[src/rtl/sfifo_pkg.sv]
package sfifo_pkg;

    localparam int WORD_W    = 32;
    localparam int FIFO_SIZE = 16;
    localparam int WM_W      = 3;

    typedef logic [WM_W-1:0] wm_code_t;

    localparam wm_code_t WM_ONE_ENTRY = 3'b111;

endpackage

[src/rtl/wm_fifo.sv]
module wm_fifo #(
    parameter int WIDTH = 32,
    parameter int DEPTH = 16,
    localparam int PTR_W = (DEPTH > 1) ? $clog2(DEPTH) : 1,
    localparam int CNT_W = $clog2(DEPTH + 1)
) (
    input  logic             clk,
    input  logic             rst,
    input  logic             push,
    input  logic [WIDTH-1:0] push_data,
    input  logic             pop,
    output logic [WIDTH-1:0] head_data,
    output logic [CNT_W-1:0] count,
    output logic             full,
    output logic             empty
);

    typedef struct packed {
        logic [PTR_W-1:0] wr;
        logic [PTR_W-1:0] rd;
        logic [CNT_W-1:0] cnt;
    } ptr_state_t;

    ptr_state_t state_d, state_q;
    logic [WIDTH-1:0] mem_q [DEPTH];
    logic push_ok, pop_ok;

    assign full  = (state_q.cnt == CNT_W'(DEPTH));
    assign empty = (state_q.cnt == '0);
    assign push_ok = push && !full;
    assign pop_ok  = pop && !empty;
    assign count = state_q.cnt;
    assign head_data = mem_q[state_q.rd];

    function automatic logic [PTR_W-1:0] bump(input logic [PTR_W-1:0] p);
        return (p == PTR_W'(DEPTH - 1)) ? '0 : p + 1'b1;
    endfunction

    always_comb begin
        state_d = state_q;
        if (push_ok) state_d.wr = bump(state_q.wr);
        if (pop_ok)  state_d.rd = bump(state_q.rd);
        case ({push_ok, pop_ok})
            2'b10:   state_d.cnt = state_q.cnt + 1'b1;
            2'b01:   state_d.cnt = state_q.cnt - 1'b1;
            default: state_d.cnt = state_q.cnt;
        endcase
    end

    always_ff @(posedge clk) begin
        if (rst) state_q <= '0;
        else     state_q <= state_d;
    end

    always_ff @(posedge clk) begin
        if (push_ok) mem_q[state_q.wr] <= push_data;
    end

    // occupancy never exceeds the entry count
    assert_count_bound_R2: assert property (@(posedge clk) disable iff (rst)
        count <= CNT_W'(DEPTH));

    // a lone accepted push grows the count by exactly one entry
    assert_push_one_entry_R2: assert property (@(posedge clk) disable iff (rst)
        (push && !full && !pop) |=> (count == $past(count) + 1'b1));

    // legal push and pop together leave the count unchanged
    assert_push_pop_hold_R10: assert property (@(posedge clk) disable iff (rst)
        (push && pop && !full && !empty) |=> $stable(count));

    // a pop of an empty queue changes nothing
    assert_empty_pop_ignored_R11: assert property (@(posedge clk) disable iff (rst)
        (pop && empty && !push) |=> (count == '0));

endmodule

[src/rtl/wm_thresh.sv]
module wm_thresh
    import sfifo_pkg::*;
#(
    parameter int DEPTH = 16,
    parameter bit COUNT_FREE = 1'b1,
    localparam int CNT_W = $clog2(DEPTH + 1)
) (
    input  logic             clk,
    input  logic             rst,
    input  logic             dma_mode,
    input  wm_code_t         code,
    input  logic [CNT_W-1:0] count,
    output logic             req,
    output logic             bad_code
);

    logic [CNT_W-1:0] level;
    logic [CNT_W-1:0] thr;

    generate
        if (COUNT_FREE) begin : g_free
            assign level = CNT_W'(DEPTH) - count;
        end else begin : g_held
            assign level = count;
        end
    endgenerate

    always_comb begin
        case (code)
            3'b100:  thr = CNT_W'(DEPTH - DEPTH / 4);
            3'b101:  thr = CNT_W'(DEPTH / 2);
            3'b110:  thr = CNT_W'(DEPTH / 4);
            3'b111:  thr = CNT_W'(1);
            default: thr = CNT_W'(DEPTH);
        endcase
    end

    assign bad_code = dma_mode && (code == WM_ONE_ENTRY);
    assign req = !bad_code && (level >= thr);

    // the forbidden combination never produces a request
    assert_dma_forbid_R6: assert property (@(posedge clk) disable iff (rst)
        (dma_mode && code == 3'b111) |-> !req);

    // the low codes all demand a completely free or completely held queue
    assert_low_codes_R5: assert property (@(posedge clk) disable iff (rst)
        (code[2] == 1'b0 && req) |-> (level == CNT_W'(DEPTH)));

endmodule

[src/rtl/wm_serial_fifo_pair.sv]
module wm_serial_fifo_pair
    import sfifo_pkg::*;
#(
    parameter int WIDTH = WORD_W,
    parameter int DEPTH = FIFO_SIZE,
    localparam int CNT_W = $clog2(DEPTH + 1)
) (
    input  logic             clk,
    input  logic             rst,
    input  logic             dma_mode,
    input  logic [2:0]       tx_wm,
    input  logic [2:0]       rx_wm,
    input  logic             host_wr_en,
    input  logic [WIDTH-1:0] host_wr_data,
    input  logic             host_rd_en,
    output logic [WIDTH-1:0] host_rd_data,
    input  logic             ser_tx_pop,
    output logic             ser_tx_valid,
    output logic [WIDTH-1:0] ser_tx_data,
    input  logic             ser_rx_push,
    input  logic [WIDTH-1:0] ser_rx_data,
    output logic             ser_rx_ready,
    output logic [CNT_W-1:0] tx_count,
    output logic [CNT_W-1:0] rx_count,
    output logic             tx_req,
    output logic             rx_req,
    output logic             wm_err,
    output logic             tx_overflow,
    output logic             rx_underflow
);

    typedef struct packed {
        logic tx_ovf;
        logic rx_unf;
    } flags_t;

    flags_t flags_d, flags_q;
    logic tx_full, tx_empty, rx_full, rx_empty;
    logic tx_bad, rx_bad;
    logic [WIDTH-1:0] tx_head, rx_head;

    wm_fifo #(.WIDTH(WIDTH), .DEPTH(DEPTH)) u_tx_fifo (
        .clk       (clk),
        .rst       (rst),
        .push      (host_wr_en),
        .push_data (host_wr_data),
        .pop       (ser_tx_pop),
        .head_data (tx_head),
        .count     (tx_count),
        .full      (tx_full),
        .empty     (tx_empty)
    );

    wm_fifo #(.WIDTH(WIDTH), .DEPTH(DEPTH)) u_rx_fifo (
        .clk       (clk),
        .rst       (rst),
        .push      (ser_rx_push),
        .push_data (ser_rx_data),
        .pop       (host_rd_en),
        .head_data (rx_head),
        .count     (rx_count),
        .full      (rx_full),
        .empty     (rx_empty)
    );

    wm_thresh #(.DEPTH(DEPTH), .COUNT_FREE(1'b1)) u_tx_thresh (
        .clk      (clk),
        .rst      (rst),
        .dma_mode (dma_mode),
        .code     (tx_wm),
        .count    (tx_count),
        .req      (tx_req),
        .bad_code (tx_bad)
    );

    wm_thresh #(.DEPTH(DEPTH), .COUNT_FREE(1'b0)) u_rx_thresh (
        .clk      (clk),
        .rst      (rst),
        .dma_mode (dma_mode),
        .code     (rx_wm),
        .count    (rx_count),
        .req      (rx_req),
        .bad_code (rx_bad)
    );

    assign wm_err       = tx_bad || rx_bad;
    assign ser_tx_valid = !tx_empty;
    assign ser_rx_ready = !rx_full;
    assign ser_tx_data  = tx_empty ? '0 : tx_head;
    assign host_rd_data = rx_empty ? '0 : rx_head;

    always_comb begin
        flags_d = flags_q;
        if (host_wr_en && tx_full)  flags_d.tx_ovf = 1'b1;
        if (host_rd_en && rx_empty) flags_d.rx_unf = 1'b1;
    end

    always_ff @(posedge clk) begin
        if (rst) flags_q <= '0;
        else     flags_q <= flags_d;
    end

    assign tx_overflow  = flags_q.tx_ovf;
    assign rx_underflow = flags_q.rx_unf;

    // overflow flag is sticky
    assert_ovf_sticky_R7: assert property (@(posedge clk) disable iff (rst)
        tx_overflow |=> tx_overflow);

    // a write into a full queue with no drain keeps it full
    assert_full_write_dropped_R7: assert property (@(posedge clk) disable iff (rst)
        (host_wr_en && tx_count == CNT_W'(DEPTH) && !ser_tx_pop) |=> (tx_count == CNT_W'(DEPTH) && tx_overflow));

    // underflow flag is sticky
    assert_unf_sticky_R8: assert property (@(posedge clk) disable iff (rst)
        rx_underflow |=> rx_underflow);

    // reading an empty inbound queue yields zero
    assert_empty_read_zero_R8: assert property (@(posedge clk) disable iff (rst)
        (host_rd_en && rx_count == '0) |-> (host_rd_data == '0));

    // a full inbound queue refuses further words without flagging
    assert_rx_full_drop_R11: assert property (@(posedge clk) disable iff (rst)
        (ser_rx_push && !ser_rx_ready && !host_rd_en) |=> (rx_count == CNT_W'(DEPTH) && $stable(rx_underflow)));

endmodule

[config.mk]
export PLATFORM = sky130hd
export DESIGN_NAME = wm_serial_fifo_pair
export DESIGN_NICKNAME = d
export VERILOG_FILES = /design/src/rtl/sfifo_pkg.sv /design/src/rtl/wm_fifo.sv /design/src/rtl/wm_thresh.sv /design/src/rtl/wm_serial_fifo_pair.sv
export SDC_FILE = /design/constraint.sdc
export NUM_CORES = 1
export LEC_CHECK = 0
export BUFFER_PORTS_ARGS = -buffer_cell sky130_fd_sc_hd__buf_4
export CELL_PAD_IN_SITES_DETAIL_PLACEMENT = 1
export CELL_PAD_IN_SITES_GLOBAL_PLACEMENT = 2
export CORE_MARGIN = 8
export CORE_UTILIZATION = 52
export CTS_CLUSTER_SIZE = 14
export DETAILED_ROUTE_END_ITERATION = 10
export GPL_ROUTABILITY_DRIVEN = 0
export PLACE_DENSITY = 0.85
export SETUP_SLACK_MARGIN = 0.15
export SYNTH_ARGS = -nofsm -noshare
export SYNTH_HDL_FRONTEND = slang
export SYNTH_SLANG_ARGS = --single-unit
[constraint.sdc]
create_clock -name clk -period 7.9 [get_ports clk]
set_input_delay 0 -clock clk [delete_from_list [all_inputs] [get_ports clk]]
set_output_delay 0 -clock clk [all_outputs]
set_load 0.02 [all_outputs]
=== Word level (Yosys, flattened, before mapping) ===
Memory sizes are Yosys's and may differ from the RTL's. A register that Yosys moved wholly into a read port is not among the register bits.
Cells that the tools add are included.

* Register bits after elaboration: 28
* Latch bits: 0
* Bits in writable memories: 1024
* Memory bits (read-only): 0
* Bits of input ports: 77
* Output and inout port bits: 81
* Word-level logic and storage cells: 78
* Memories: 2

{| class="wikitable"
|+ Memories
! name !! depth !! bits a word !! rd ports !! clocked after memory_dff !! write ports !! RTL line !! source
|-
| u_rx_fifo.mem_q || 16 || 32 || 1 || 1 || 1 || wm_fifo.sv:25 || <nowiki>logic [WIDTH-1:0] mem_q [DEPTH];</nowiki>
|-
| u_tx_fifo.mem_q || 16 || 32 || 1 || 1 || 1 || wm_fifo.sv:25 ||
|}

* Add/subtract/negate cells: 9
* Multiply operators: 0
* Div/mod/pow operators: 0
* Magnitude comparators: 2
* Equal/unequal tests: 18
* Shift operators: 0
* Multiplexer cells: 18
* Bitwise logic cells: 0
* Reduce and logical (&&, ||, !) cells: 21

{| class="wikitable"
|+ Operators by type and width
! operator !! count
|-
| 2-to-1 mux 32 bit || 2
|-
| one-hot mux 5 bit (4 select lines) || 2
|-
| 2-to-1 mux 4 bit || 8
|-
| == test 3 bit (second input constant) || 8
|-
| one-hot mux 5 bit (2 select lines) || 2
|-
| adder 4 x 1 -> 4 bit (second input constant) || 4
|-
| == test 4 bit (second input constant) || 4
|-
| adder 5 x 1 -> 5 bit (second input constant) || 2
|-
| == test 5 bit (second input constant) || 2
|-
| greater-or-equal comparator 5 bit || 2
|-
| logical AND 1 bit || 10
|-
| zero test 5 bit || 2
|-
| subtractor 5 x 1 -> 5 bit (second input constant) || 2
|-
| zero test 1 bit || 6
|-
| subtractor 5 bit (first input constant) || 1
|-
| == test 2 x 1 -> 1 bit (second input constant) || 2
|-
| == test 2 bit (second input constant) || 2
|-
| 2-to-1 mux 1 bit || 4
|-
| nonzero test 2 bit || 2
|-
| logical OR 1 bit || 1
|}

=== Logic depth before layout (Yosys ltp) ===
Gate-level depths: netlist of run 1.

* Depth after elaboration: 5
* Mapped depth: 12
* Gate-level depth less buffers: 12

=== Modules after synthesis ===
From an unflattened synthesis of run 1, not the netlist that was laid out.

* Cell total of the unflattened synthesis: 1779
* Area total of the unflattened synthesis: 41473.5 sq um

{| class="wikitable"
|+ Modules (own cells, without submodules)
! module !! instances !! cells each !! area an instance (sq um) !! seq. area each (sq um)
|-
| wm_fifo || 2 || 831 || 20334.5 || 15715.1
|-
| wm_serial_fifo_pair || 1 || 79 || 510.5 || 40.0
|-
| wm_thresh at u_tx_thresh || 1 || 23 || 170.2 || 0.0
|-
| wm_thresh at u_rx_thresh || 1 || 15 || 123.9 || 0.0
|}

=== Worst setup path before layout of run 1 ===
Ideal clock, no wire load.

* Kind: register to register
* From: register u_rx_fifo.state_q, in the netlist u_rx_fifo.count[4]
* To: memory u_rx_fifo.mem_q[0][0], enable pin
* Setup time: 0.461 ns
* Arrival time: 3.380 ns
* Required time: 7.439 ns
* Setup slack: 4.059 ns
* Stages on the path, launching flop included: 5
* Path buffers: 1
* Period minus slack after synthesis: 3.841 ns
* Path through: dfxtp_1 -> clkbuf_1 -> a21boi_1 -> nand2_1 -> nor3_1

* Longest elaborated chain between the ends: 5

{| class="wikitable"
|+ Ends and longest elaborated chain
! what !! RTL line !! source
|-
| from (decl) || wm_fifo.sv:24 || <nowiki>ptr_state_t state_d, state_q;</nowiki>
|-
| from (signal assigned) || wm_fifo.sv:52 || <nowiki>else state_q <= state_d;</nowiki>
|-
| == test 5 bit || wm_fifo.sv:28 || <nowiki>assign full = (state_q.cnt == CNT_W'(DEPTH));</nowiki>
|-
| zero test 1 bit || wm_fifo.sv:30 || <nowiki>assign push_ok = push && !full;</nowiki>
|-
| logical AND 1 bit || wm_fifo.sv:30 ||
|-
| 2-to-1 mux 1 bit || wm_fifo.sv:56 || <nowiki>if (push_ok) mem_q[state_q.wr] <= push_data;</nowiki>
|-
| 2-to-1 mux 1 bit (not written as such) || wm_fifo.sv:56 ||
|-
| to (decl) || wm_fifo.sv:25 ||
|}

Every way passes these cells.

==> flow_summary_export.csv, run 1 <==
group,metric,value,unit
run_status,outcome,"complete, no violations",
job,max-cap-violations,0,
worst_setup_path,timing.critical_path.required,7.90,ns
yosys,ys_seq_elements,1060,
worst_setup_path,crit_fanout,41,
detailed_routing,postRouteAntennaNets,0,
worst_setup_path,startpoint_of_the_worst_register_to_register_path,"u_tx_fifo.count[0]$_SDFFE_PP0P_",
sta,final.setup.tns,0,ns
power,p_total,15.5,mW
detailed_routing,wire_length_after_detailed_routing,104,mm
worst_setup_path,cpMostUsedCell,"sky130_fd_sc_hd__buf_4",
detailed_routing,detail_route.drc_violations,0,
worst_setup_path,critPathTopFamily,"flip-flops",
finish,flow.area_growth_from_synthesis,15.9,%
yosys,synth.top_cell.area_share,74.4,%
grt,antenna_found_initial,4,
worst_setup_path,critPathSlowestCell,"sky130_fd_sc_hd__dfxtp_1",
power,static-leakage-power,15.4,nW
worst_setup_path,worstRegToRegCells,8,
yosys,synth-edff-count,1024,
grt,grt_util_all_layers,22.8,%
worst_setup_path,crit_type,"flip-flop to output pin",
worst_hold_path,min_path_cells,2,
sta,worst-slew-pin-transition,1.22,ns
sta,slew-limit-headroom,18.8,%
worst_setup_path,max_stage_delay,1.07,ns
yosys,postSynth.asyncResetShare,0,%
yosys,synth-main-ff-cell,"sky130_fd_sc_hd__edfxtp_1",
clocking,tritoncts,"built",
yosys,top_cells_by_instance_count_after_synthesis,"sky130_fd_sc_hd__edfxtp_1 (1024), sky130_fd_sc_hd__mux2i_1 (234), sky130_fd_sc_hd__mux4_2 (142)",
yosys,synth_area_leaders,"sky130_fd_sc_hd__edfxtp_1 (74%), sky130_fd_sc_hd__mux4_2 (7.7%), sky130_fd_sc_hd__mux2i_1 (5.7%)",
worst_setup_path,r2r_setup_slack,4.41,ns
clocking,clk_latency,0.68,ns
worst_hold_path,hp_class,"input port to flip-flop",
die,num_io_pins,158,
placement,post-place-cells,3218,
sta,fin_crit_sh,51.3,%
power,peakVddDrop,0.276,mV
finish,post_layout_nonfiller_instances,3493,
yosys,yosys_synthesis_warning_count,0,
grt,vias_in_the_first_global_route,23400,
placement,place.detailed.hpwl,54.3,mm
die,placement_rows,103,
worst_setup_path,timing.critical_path.arrival,4.05,ns
sta,slew_violations,0,
power,power_per_cell_area,323,mW/mm^2
clocking,post_cts_buffers,0,
yosys,synth.yosys.seq_area_share,76.1,%
clocking,clk_root_buffer_cell,"sky130_fd_sc_hd__clkbuf_16",
yosys,netlist.top_cell.by_area,"sky130_fd_sc_hd__edfxtp_1",
finish,final_layout_size_suffix_gt1_share,23.5,%
yosys,postSynthNetCount,2204,
detailed_routing,detail_route.vias_per_cell,6.06,
die,starting_density,52.4,%
clocking,path_clk_slew,0.06,ns
die,fp.dieArea,0.0888,mm^2
detailed_routing,dr.pass1.iters,5,
grt,grt_first_pass_wirelength,153,mm
die,design.core.area,0.0789,mm^2
worst_hold_path,min_delay_worst_endpoint,"u_rx_fifo.mem_q[0][14]$_DFFE_PP_",
clocking,ctsLongestPathBuffers,3,
sta,clock_skew,0.0363,ns
yosys,synth.distinct_cells,50,
worst_setup_path,critical_path.cell_chain,"nor2b_4, buf_4, a22oi_1, nand2_1, o21ai_0, buf_4",
sta,setup_repair_after_global_routing_missed_its_margin,"false",
clocking,cts_num_sinks,1060,
placement,port_buffers,157,
clocking,tritoncts.num_buffers,106,
yosys,syn-cell-area,0.0413,mm^2
worst_setup_path,worst_r2r_endpoint,"u_tx_fifo.mem_q[10][5]$_DFFE_PP_",
sta,layout_min_cycle_time,4.05,ns
die,die_height,298,um
finish,fin_util,60.7,%
sta,hold_viol_final,0,
yosys,synthesis.area_per_instance,19.7,um^2
die,dieWidth,298,um
worst_hold_path,hold_path_startpoint,"ser_rx_data[14]",
grt,grt_max_degree,133,
finish,num-nets-final,2455,
worst_setup_path,worstPathBufferInverterCount,2,
detailed_routing,route.vias.total,21200,
yosys,syn-instance-count,2096,
grt,grt.overflow.total,0,
worst_setup_path,worst_setup_ep_type,"output pin",
detailed_routing,detailedRoute.firstIterationViolations,2078,
yosys,yosys.cell_count.top_type,"sky130_fd_sc_hd__edfxtp_1",
sta,max_freq,247,MHz
detailed_routing,detail_route.wl_per_cell,29.7,um
worst_setup_path,cp_launch_type,"flip-flop",
clocking,htreeDepth,3,
sta,setup_failing_eps_final,0,
stage by stage:
stage | setup slack, ns | hold slack (ns) | area (um^2)
final | 3.85 | 0.173 | 47900
after global routing | 3.73 | 0.174 | 47900
after CTS | 3.83 | 0.131 | 47900
after detailed placement | 4.45 | 0.273 | 43700
after global placement | 4.68 | 0.254 | 43700
after floorplan | 4.06 | 0.0989 | 41300
final cells by class:
cell class                 count  area [um^2]
antenna                        3         7.51
timing repair buffer         266         2190
multi-input combinational    894         9350
tap                         1050         1310
fill                        6711        31000
clock inverter                72          701
inverter                      19         71.3
sequential                  1060        31500
clock buffer                 129         2800
routing by layer:
layer | up-vias | share of wire (%) | GRT usage, %
met5 | - | 0 | 0
met4 | 0 | 2.0 | 5.68
met3 | 159 | 5.1 | 3.47
met2 | 686 | 54 | 42.3
met1 | 11300 | 39 | 27.9
li1 | 9071 | - | -
registers in the layout (all words and copies together) (netlist names), named ones only:
register and count:
u_rx_fifo.mem_q 512, u_tx_fifo.mem_q 512, u_rx_fifo.state_q 8, u_tx_fifo.state_q 8, u_rx_fifo.count 5, u_tx_fifo.count 5
rx_underflow 1, tx_overflow 1
timing repair:
item                                    CTS  global route
endpoints found under the hold margin  1060             0
hold buffers                             71             0
gates resized for setup                   0             0
cell usage in the layout (no fill, tap or decap), types with 5 or more instances in the layout:
cell type | synthesis | routed
sky130_fd_sc_hd__nand3_1 | 32 | 32
sky130_fd_sc_hd__nor2_1 | 46 | 31
sky130_fd_sc_hd__a21oi_1 | 21 | 21
sky130_fd_sc_hd__a221o_1 | 32 | 32
sky130_fd_sc_hd__ha_1 | 29 | 29
sky130_fd_sc_hd__mux2i_1 | 234 | 234
sky130_fd_sc_hd__and3_1 | 5 | 5
sky130_fd_sc_hd__and2_2 | 0 | 17
sky130_fd_sc_hd__nand2b_1 | 8 | 8
sky130_fd_sc_hd__nor2_4 | 1 | 16
sky130_fd_sc_hd__dfxtp_1 | 36 | 32
sky130_fd_sc_hd__clkinv_1 | 0 | 28
sky130_fd_sc_hd__clkbuf_1 | 48 | 17
sky130_fd_sc_hd__mux4_2 | 142 | 142
sky130_fd_sc_hd__clkbuf_8 | 0 | 6
sky130_fd_sc_hd__buf_4 | 15 | 194
sky130_fd_sc_hd__dlygate4sd3_1 | 0 | 71
sky130_fd_sc_hd__edfxtp_1 | 1024 | 1024
sky130_fd_sc_hd__mux2_2 | 34 | 34
sky130_fd_sc_hd__nor2b_1 | 36 | 34
sky130_fd_sc_hd__xor2_1 | 7 | 7
sky130_fd_sc_hd__a22oi_1 | 100 | 100
sky130_fd_sc_hd__nand2_1 | 53 | 53
sky130_fd_sc_hd__clkinv_2 | 0 | 25
sky130_fd_sc_hd__inv_1 | 19 | 19
sky130_fd_sc_hd__clkbuf_16 | 0 | 106
sky130_fd_sc_hd__o21ai_0 | 37 | 37
sky130_fd_sc_hd__bufinv_16 | 0 | 10
sky130_fd_sc_hd__a221oi_1 | 10 | 10
cell families after synthesis:
kind of cell             Yosys count  share of synthesized area, %
flip-flops                      1060                          76.1
multiplexers                     410                          14.3
AO/OA/AOI/OAI                    223                          3.99
AND/OR/NAND/NOR                  219                          2.66
buffers and inverters            142                          1.67
adder cells (fa/ha/maj)           31                         0.975
XOR/XNOR                          11                         0.233
power by group:
group	leakage [nW]	switching [mW]	internal (mW)
logic	4.13	2.21	1.69
registers	9.55	0.239	6.34
clock network	1.72	2.15	2.86
total	15.4	4.60	10.9
worst max path at each step:
stage,to,cells after the start,slack (ns),from
2_1_floorplan,u_rx_fifo.mem_q[0][0]$_DFFE_PP_,4,4.06,u_rx_fifo.count[4]$_SDFFE_PP0P_
3_3_place_gp,u_tx_fifo.mem_q[3][16]$_DFFE_PP_,8,4.68,u_tx_fifo.count[0]$_SDFFE_PP0P_
3_5_place_dp,u_tx_fifo.mem_q[2][16]$_DFFE_PP_,8,4.45,u_tx_fifo.count[0]$_SDFFE_PP0P_
4_1_cts,ser_tx_data[30],6,3.83,flip-flop
5_1_grt,ser_tx_data[30],6,3.73,flip-flop
6_report,ser_tx_data[30],6,3.85,flip-flop
Power figures use the tool's default switching activity.
==> inputs of run 2 (changes only) <==
- ABC_AREA: default -> 1
- CORE_UTILIZATION: 52 -> 38
- PLACE_DENSITY: 0.85 -> 0.77
- clock period: 7.9 -> 3.7 ns (I/O delays scaled with it)
==> run 2 against run 1 <==
Against the previous run:
- die area is 45% higher
- sequential power is 110% higher
- clock skew is 0.011 ns lower
- sequential cell count stayed put
- hold slack worse by 0.026 ns
- global-route usage is 4.3 points lower
- critical endpoint is now ser_tx_data[3]
- largest cell class unchanged
- largest power group unchanged
==> flow_summary_export.csv, run 2 <==
group,metric,value,unit
run_status,outcome,"complete, no violations",
sta,fin_crit_sh,86.8,%
grt,vias_in_the_first_global_route,31100,
yosys,synth.yosys.seq_area_share,70.5,%
worst_setup_path,critical_path.cell_chain,"inv_4, buf_4, nand3_1, nand3_1, nand3_1, a21oi_1, buf_4",
detailed_routing,dr.pass1.iters,5,
sta,final.setup.tns,0,ns
worst_setup_path,max_stage_delay,0.58,ns
power,clkPwrFrac,31.3,%
worst_hold_path,hp_class,"input port to flip-flop",
die,starting_density,38.4,%
die,fp.dieArea,0.129,mm^2
yosys,synth-edff-count,1024,
detailed_routing,postRouteAntennaNets,0,
yosys,syn-cell-area,0.0447,mm^2
grt,grt.overflow.total,0,
grt,grt_util_all_layers,18.6,%
die,die_height,359,um
sta,hold_viol_final,0,
finish,mostFrequentLayoutCells,"sky130_fd_sc_hd__nand2_1 (1472), sky130_fd_sc_hd__edfxtp_1 (1024), sky130_fd_sc_hd__nand3_1 (715), sky130_fd_sc_hd__inv_1 (310), sky130_fd_sc_hd__buf_4 (208)",
sta,hold_slack,0.146,ns
detailed_routing,wire_length_after_detailed_routing,124,mm
worst_setup_path,worstPathBufferInverterCount,3,
clocking,path_clk_slew,0.06,ns
finish,ff_latch_area,0.0315,mm^2
clocking,clk_latency,0.71,ns
worst_setup_path,critPathSlowestCell,"sky130_fd_sc_hd__inv_4",
finish,mostFrequentLayoutCell,"sky130_fd_sc_hd__nand2_1",
yosys,synth_area_leaders,"sky130_fd_sc_hd__edfxtp_1 (69%), sky130_fd_sc_hd__nand2_1 (12%), sky130_fd_sc_hd__nand3_1 (8.0%)",
yosys,synth-main-ff-cell,"sky130_fd_sc_hd__edfxtp_1",
worst_setup_path,timing.critical_path.required,3.70,ns
worst_setup_path,cp_launch_type,"flip-flop",
placement,place.detailed.hpwl,65.1,mm
finish,final_layout_size_suffix_gt1_share,10.1,%
sta,slew-limit-headroom,29.5,%
yosys,top_cells_by_instance_count_after_synthesis,"sky130_fd_sc_hd__nand2_1 (1472), sky130_fd_sc_hd__edfxtp_1 (1024), sky130_fd_sc_hd__nand3_1 (715)",
power,power.sequential.fraction,40.1,%
power,netSwitchingFraction,34.2,%
finish,flow.area_growth_from_synthesis,15.4,%
yosys,synth.top_cell.area_share,68.8,%
worst_setup_path,crit_type,"flip-flop to output pin",
worst_setup_path,timing.critical_path.arrival,3.21,ns
power,p_switching,11.8,mW
power,p_comb_share,28.5,%
yosys,yosys.cell_count.top_type,"sky130_fd_sc_hd__nand2_1",
yosys,netlist.top_cell.by_area,"sky130_fd_sc_hd__edfxtp_1",
yosys,yosys_synthesis_warning_count,0,
power,peakVddDrop,0.711,mV
power,power_per_cell_area,670,mW/mm^2
sta,layout_min_cycle_time,3.21,ns
sta,max_freq,311,MHz
detailed_routing,detail_route.wl_per_cell,21.2,um
finish,top_registers,"u_rx_fifo.mem_q: 512 flops, u_tx_fifo.mem_q: 512 flops",
clocking,cts_num_sinks,1060,
power,internal_power,22.7,mW
yosys,postSynthNetCount,4128,
grt,grt_max_degree,161,
detailed_routing,detail_route.drc_violations,0,
die,design.core.area,0.116,mm^2
power,static-leakage-power,19.9,nW
worst_setup_path,worst_setup_ep_type,"output pin",
sta,setup_failing_eps_final,0,
clocking,tritoncts,"built",
die,num_io_pins,158,
worst_setup_path,cpMostUsedCell,"sky130_fd_sc_hd__nand3_1",
finish,num-nets-final,4314,
grt,grt_first_pass_wirelength,187,mm
finish,n_fill_cell,12500,
yosys,ys_seq_elements,1060,
sta,clock_skew,0.0252,ns
detailed_routing,detail_route.vias_per_cell,5.10,
detailed_routing,route.vias.total,29800,
clocking,tritoncts.num_buffers,115,
yosys,syn-instance-count,4020,
clocking,clk_root_buffer_cell,"sky130_fd_sc_hd__clkbuf_16",
job,max-cap-violations,0,
sta,slew_violations,0,
worst_setup_path,critPathTopFamily,"buffers and inverters",
grt,antenna_found_initial,8,
detailed_routing,detailedRoute.firstIterationViolations,1793,
finish,multi_input_area,0.0107,mm^2
yosys,postSynth.asyncResetShare,0,%
sta,setup_repair_after_global_routing_missed_its_margin,"false",
yosys,synth.distinct_cells,28,
clocking,ctsLongestPathBuffers,3,
die,placement_rows,125,
worst_setup_path,crit_fanout,49,
yosys,synthesis.area_per_instance,11.1,um^2
clocking,htreeDepth,3,
die,dieWidth,359,um
clocking,post_cts_buffers,0,
sta,worst-slew-pin-transition,1.06,ns
placement,port_buffers,157,
==> run 2: cell count changes in the layout (fill, tap and decap cells not counted), moves of 32 or more <==
cell                      previous run  this run
sky130_fd_sc_hd__a221o_1            32         0
sky130_fd_sc_hd__mux2_2             34         0
sky130_fd_sc_hd__nor2b_1            34         0
sky130_fd_sc_hd__a21oi_1            21        90
sky130_fd_sc_hd__mux4_2            142         0
sky130_fd_sc_hd__mux2i_1           234         0
sky130_fd_sc_hd__nand3_1            32       715
sky130_fd_sc_hd__inv_1              19       310
sky130_fd_sc_hd__nand2_1            53      1472
sky130_fd_sc_hd__a22oi_1           100         0
==> run 2: cell families after synthesis <==
kind of cell | Yosys count | share of synthesized area, %
AO/OA/AOI/OAI | 109 | 1.24
XOR/XNOR | 12 | 0.235
adder cells (fa/ha/maj) | 31 | 0.902
buffers and inverters | 550 | 6.10
flip-flops | 1060 | 70.5
AND/OR/NAND/NOR | 2258 | 21.1
==> run 2: area by class of cell <==
type	count	area share (%)
diodes	8	0.0388
clock buffers	158	6.05
clock inverters	57	0.772
inverters	319	2.36
multi-input cells	2410	20.8
flip-flops and latches	1060	61.1
well taps	1524	3.70
repair buffers	300	5.22
==> run 2: path summary, 6_finish.rpt <==
check | cells past startpoint | from | slack, ns | end
setup / recovery | 7 | flip-flop | 0.49 | ser_tx_data[3]
hold / removal | 2 | ser_rx_data[18] | 0.15 | u_rx_fifo.mem_q[3][18]$_DFFE_PP_
setup reg to reg | 14 | u_tx_fifo.count[0]$_SDFFE_PP0P_ | 0.69 | u_tx_fifo.count[3]$_SDFFE_PP0P_
hold reg to reg | 2 | u_rx_fifo.state_q[6]$_SDFFE_PP0N_ | 0.48 | flip-flop
==> run 2: metrics by stage <==
step                utilization, %  instance area [um^2]  setup WS [ns]  power, mW  cells
CTS                           44.3                 51500          0.401       35.1   5828
global route                  44.3                 51600          0.324       36.3   5832
global placement              40.7                 47300          0.675       24.0   5542
detailed placement            40.7                 47300          0.645       24.1   5542
finish                        44.3                 51600          0.488       34.5   5836
floorplan                        -                 44700          0.340       20.6   4020
==> run 2: layer usage <==
| metal | vias up | global-route usage (%) | routed length (um) | part of all wire, % |
|---|---|---|---|---|
| met5 | - | 0 | 0 | 0 |
| met4 | 0 | 6.23 | 3760 | 3.0 |
| met3 | 229 | 2.62 | 4730 | 3.8 |
| met2 | 561 | 33.6 | 63300 | 51 |
| met1 | 15000 | 22.8 | 52000 | 42 |
| li1 | 14000 | - | - | - |
==> run 2: what timing repair did <==
action / 4_1_cts / 5_1_grt
endpoints found under the setup margin: 0 / 0
hold buffers: 71 / 0
gates resized for setup: 0 / 0
endpoints found under the hold margin: 1056 / 0
==> run 2: worst register-to-register path: stages (launching register included) <==
cell                      delay [ns]
sky130_fd_sc_hd__dfxtp_1        0.44
sky130_fd_sc_hd__inv_1          0.12
sky130_fd_sc_hd__ha_1           0.24
sky130_fd_sc_hd__nand2_1        0.07
sky130_fd_sc_hd__nor2_1         0.05
sky130_fd_sc_hd__ha_1           0.20
sky130_fd_sc_hd__nor2_1         0.28
sky130_fd_sc_hd__inv_1          0.23
sky130_fd_sc_hd__ha_1           0.32
sky130_fd_sc_hd__ha_1           0.36
sky130_fd_sc_hd__a21oi_1        0.14
sky130_fd_sc_hd__nand2_1        0.08
sky130_fd_sc_hd__xor2_1         0.14
sky130_fd_sc_hd__o21ai_0        0.17
sky130_fd_sc_hd__inv_1          0.05
==> run 2: power by group through the flow <==
stage	combinational (mW)	clock, mW	sequential, mW
floorplan	6.72	0	13.9
global placement	9.87	0	14.1
detailed placement	9.98	0	14.1
finish	9.86	10.8	13.9
global route	10.9	11.4	13.9
CTS	10.1	11.1	13.9
==> inputs of run 3 (changes only) <==
- ABC_AREA: 1 -> 0
- CORE_UTILIZATION: 38 -> 52
- MAX_ROUTING_LAYER: default -> met4
- PLACE_DENSITY: 0.77 -> 0.85
- clock period: 3.7 -> 3.9 ns (I/O delays scaled with it)
==> run 3 against run 2 <==
Against the previous run:
- wire length down 18%
- via count down 29%
- utilization up 17 points
- clock power down 8%
- sequential share of layout area up 4.2 points
- clock-buffer cell count down 30
- sequential cell count unchanged
- hold slack better by 0.023 ns
- non-clock buffer count down 6
- sequential power down 5%
==> flow_summary_export.csv, run 3 (same netlist as run 1, synthesis figures left out) <==
group,metric,value,unit
worst_hold_path,hp_class,"input port to flip-flop",
grt,grt_max_degree,67,
worst_setup_path,timing.critical_path.arrival,3.39,ns
die,starting_density,52.4,%
power,power_per_cell_area,650,mW/mm^2
job,max-cap-violations,0,
grt,vias_in_the_first_global_route,23600,
finish,mostFrequentLayoutCells,"sky130_fd_sc_hd__edfxtp_1 (1024), sky130_fd_sc_hd__mux2i_1 (234), sky130_fd_sc_hd__buf_4 (204), sky130_fd_sc_hd__mux4_2 (142), sky130_fd_sc_hd__clkbuf_16 (104)",
die,die_height,298,um
worst_setup_path,cp_launch_type,"flip-flop",
worst_hold_path,hold_path_startpoint,"ser_rx_data[5]",
die,design.core.area,0.0789,mm^2
grt,grt_first_pass_wirelength,151,mm
worst_setup_path,worst_r2r_endpoint,"u_tx_fifo.count[4]$_SDFFE_PP0P_",
sta,final.setup.tns,0,ns
clocking,post_cts_buffers,0,
detailed_routing,dr.pass1.iters,5,
clocking,tritoncts,"built",
finish,top_registers,"u_rx_fifo.mem_q: 512 flops, u_tx_fifo.mem_q: 512 flops",
worst_setup_path,worstRegToRegCells,12,
sta,slew-limit-headroom,23.0,%
clocking,tritoncts.num_buffers,104,
detailed_routing,detail_route.wl_per_cell,29.1,um
detailed_routing,detail_route.drc_violations,0,
power,p_total,31.4,mW
sta,max_freq,295,MHz
worst_hold_path,min_delay_worst_endpoint,"u_rx_fifo.mem_q[12][5]$_DFFE_PP_",
detailed_routing,detailedRoute.firstIterationViolations,1723,
die,dieWidth,298,um
worst_hold_path,min_path_cells,2,
die,num_io_pins,158,
detailed_routing,detail_route.vias_per_cell,6.04,
sta,hold_viol_final,0,
placement,detailed_place.area,0.0441,mm^2
finish,mostFrequentLayoutCell,"sky130_fd_sc_hd__edfxtp_1",
detailed_routing,wire_length_after_detailed_routing,102,mm
worst_setup_path,startpoint_of_the_worst_register_to_register_path,"u_tx_fifo.count[0]$_SDFFE_PP0P_",
grt,antenna_found_initial,3,
sta,clock_skew,0.0382,ns
sta,slew_violations,0,
detailed_routing,route.vias.total,21200,
detailed_routing,postRouteAntennaNets,0,
finish,num-nets-final,2481,
worst_setup_path,r2r_setup_slack,0.58,ns
power,peakVddDrop,0.486,mV
finish,final_layout_size_suffix_gt1_share,24.1,%
grt,grt_util_all_layers,23.2,%
sta,setup_repair_after_global_routing_missed_its_margin,"false",
run_status,outcome,"complete, no violations",
worst_setup_path,crit_fanout,18,
sta,worst-slew-pin-transition,1.16,ns
worst_setup_path,worst_setup_ep_type,"output pin",
worst_setup_path,timing.critical_path.required,3.90,ns
clocking,ctsLongestPathBuffers,3,
finish,post-route-cell-area,0.0482,mm^2
clocking,htreeDepth,3,
grt,grt.overflow.total,0,
die,fp.dieArea,0.0888,mm^2
clocking,cts_num_sinks,1060,
clocking,clk_latency,0.68,ns
clocking,clk_root_buffer_cell,"sky130_fd_sc_hd__clkbuf_16",
sta,setup_failing_eps_final,0,
sta,fin_crit_sh,87.0,%
finish,flow.area_growth_from_synthesis,16.7,%
die,placement_rows,103,
placement,port_buffers,157,
power,static-leakage-power,15.5,nW
placement,place.detailed.hpwl,58.4,mm
sta,layout_min_cycle_time,3.39,ns
clocking,path_clk_slew,0.06,ns
worst_setup_path,crit_type,"flip-flop to output pin",
finish,n_fill_cell,6681,
==> run 3: changes by cell type in the layout (fill, tap and decap cells not counted), sizes merged, moves of 30 or more <==
cell,previous run,this run
a21oi,90,21
a221o,0,32
a22oi,0,100
clkbuf,158,128
inv,324,24
mux2,0,34
mux2i,0,234
mux4,0,142
nand2,1473,53
nand3,715,32
nor2b,0,36
==> run 3: cell type report <==
type / count / area [um^2] / area share [%]
Inverter: 19 / 71.3 / 0.148
Timing Repair Buffer: 294 / 2610 / 5.42
Clock buffer: 128 / 2690 / 5.58
Sequential cell: 1060 / 31500 / 65.3
Tap cell: 1050 / 1310 / 2.72
Multi-Input combinational cell: 894 / 9370 / 19.4
Clock inverter: 63 / 691 / 1.43
Antenna cell: 4 / 10.0 / 0.0207
==> run 3: per-layer routing <==
metal | global-route usage (%) | wire length [um] | vias to the layer above
li1 | - | - | 9091
met1 | 27.0 | 39300 | 11300
met2 | 41.5 | 55200 | 623
met3 | 3.53 | 4540 | 194
met4 | 6.94 | 2970 | 0
met5 | - | 0 | -
==> run 3: power by group <==
part           internal (mW)  switching [mW]  leakage [nW]
Sequential              12.8           0.336          9.55
Combinational           3.50            4.68          4.31
Clock                   5.73            4.26          1.65
Total                   22.1            9.28          15.5
==> run 3: worst max-delay path: stages, from the launching register on <==
cell and delay [ns]:
sky130_fd_sc_hd__dfxtp_1 0.46, sky130_fd_sc_hd__inv_1 0.11, sky130_fd_sc_hd__ha_1 0.24, sky130_fd_sc_hd__nor3b_1 0.17
sky130_fd_sc_hd__ha_1 0.26, sky130_fd_sc_hd__nor2_4 0.50, sky130_fd_sc_hd__buf_4 0.42, sky130_fd_sc_hd__o2111ai_1 0.17
sky130_fd_sc_hd__o21ai_0 0.19, sky130_fd_sc_hd__buf_4 0.21
==> run 3: repair_timing <==
item | CTS | global route
resized for setup | 0 | 1
hold buffers | 72 | 0
endpoints found under the hold margin | 1059 | 0
setup endpoints to repair | 0 | 1
==> run 3: per-stage QoR <==
| step | setup WS (ns) | instances | hold slack (ns) | util [%] |
|---|---|---|---|---|
| floorplan | 0.398 | 2096 | 0.0989 | - |
| global route | 0.289 | 3511 | 0.151 | 61.2 |
| global placement | 0.629 | 3245 | 0.256 | 55.9 |
| finish | 0.507 | 3512 | 0.170 | 61.2 |
| CTS | 0.278 | 3508 | 0.122 | 61.2 |
| detailed placement | 0.611 | 3245 | 0.270 | 55.9 |
==> run 3: how the worst max path moves through the flow <==
stage	cells past startpoint	endpoint	slack, ns	startpoint
3_3_place_gp	12	u_tx_fifo.count[4]$_SDFFE_PP0P_	0.63	u_tx_fifo.count[0]$_SDFFE_PP0P_
4_1_cts	10	ser_tx_data[21]	0.28	u_tx_fifo.count[0]$_SDFFE_PP0P_
3_5_place_dp	9	u_tx_fifo.mem_q[3][25]$_DFFE_PP_	0.61	u_tx_fifo.count[0]$_SDFFE_PP0P_
6_report	9	ser_tx_data[26]	0.51	u_tx_fifo.count[0]$_SDFFE_PP0P_
5_1_grt	11	u_tx_fifo.count[4]$_SDFFE_PP0P_	0.29	u_tx_fifo.count[0]$_SDFFE_PP0P_
2_1_floorplan	4	u_rx_fifo.mem_q[3][0]$_DFFE_PP_	0.40	u_rx_fifo.count[4]$_SDFFE_PP0P_
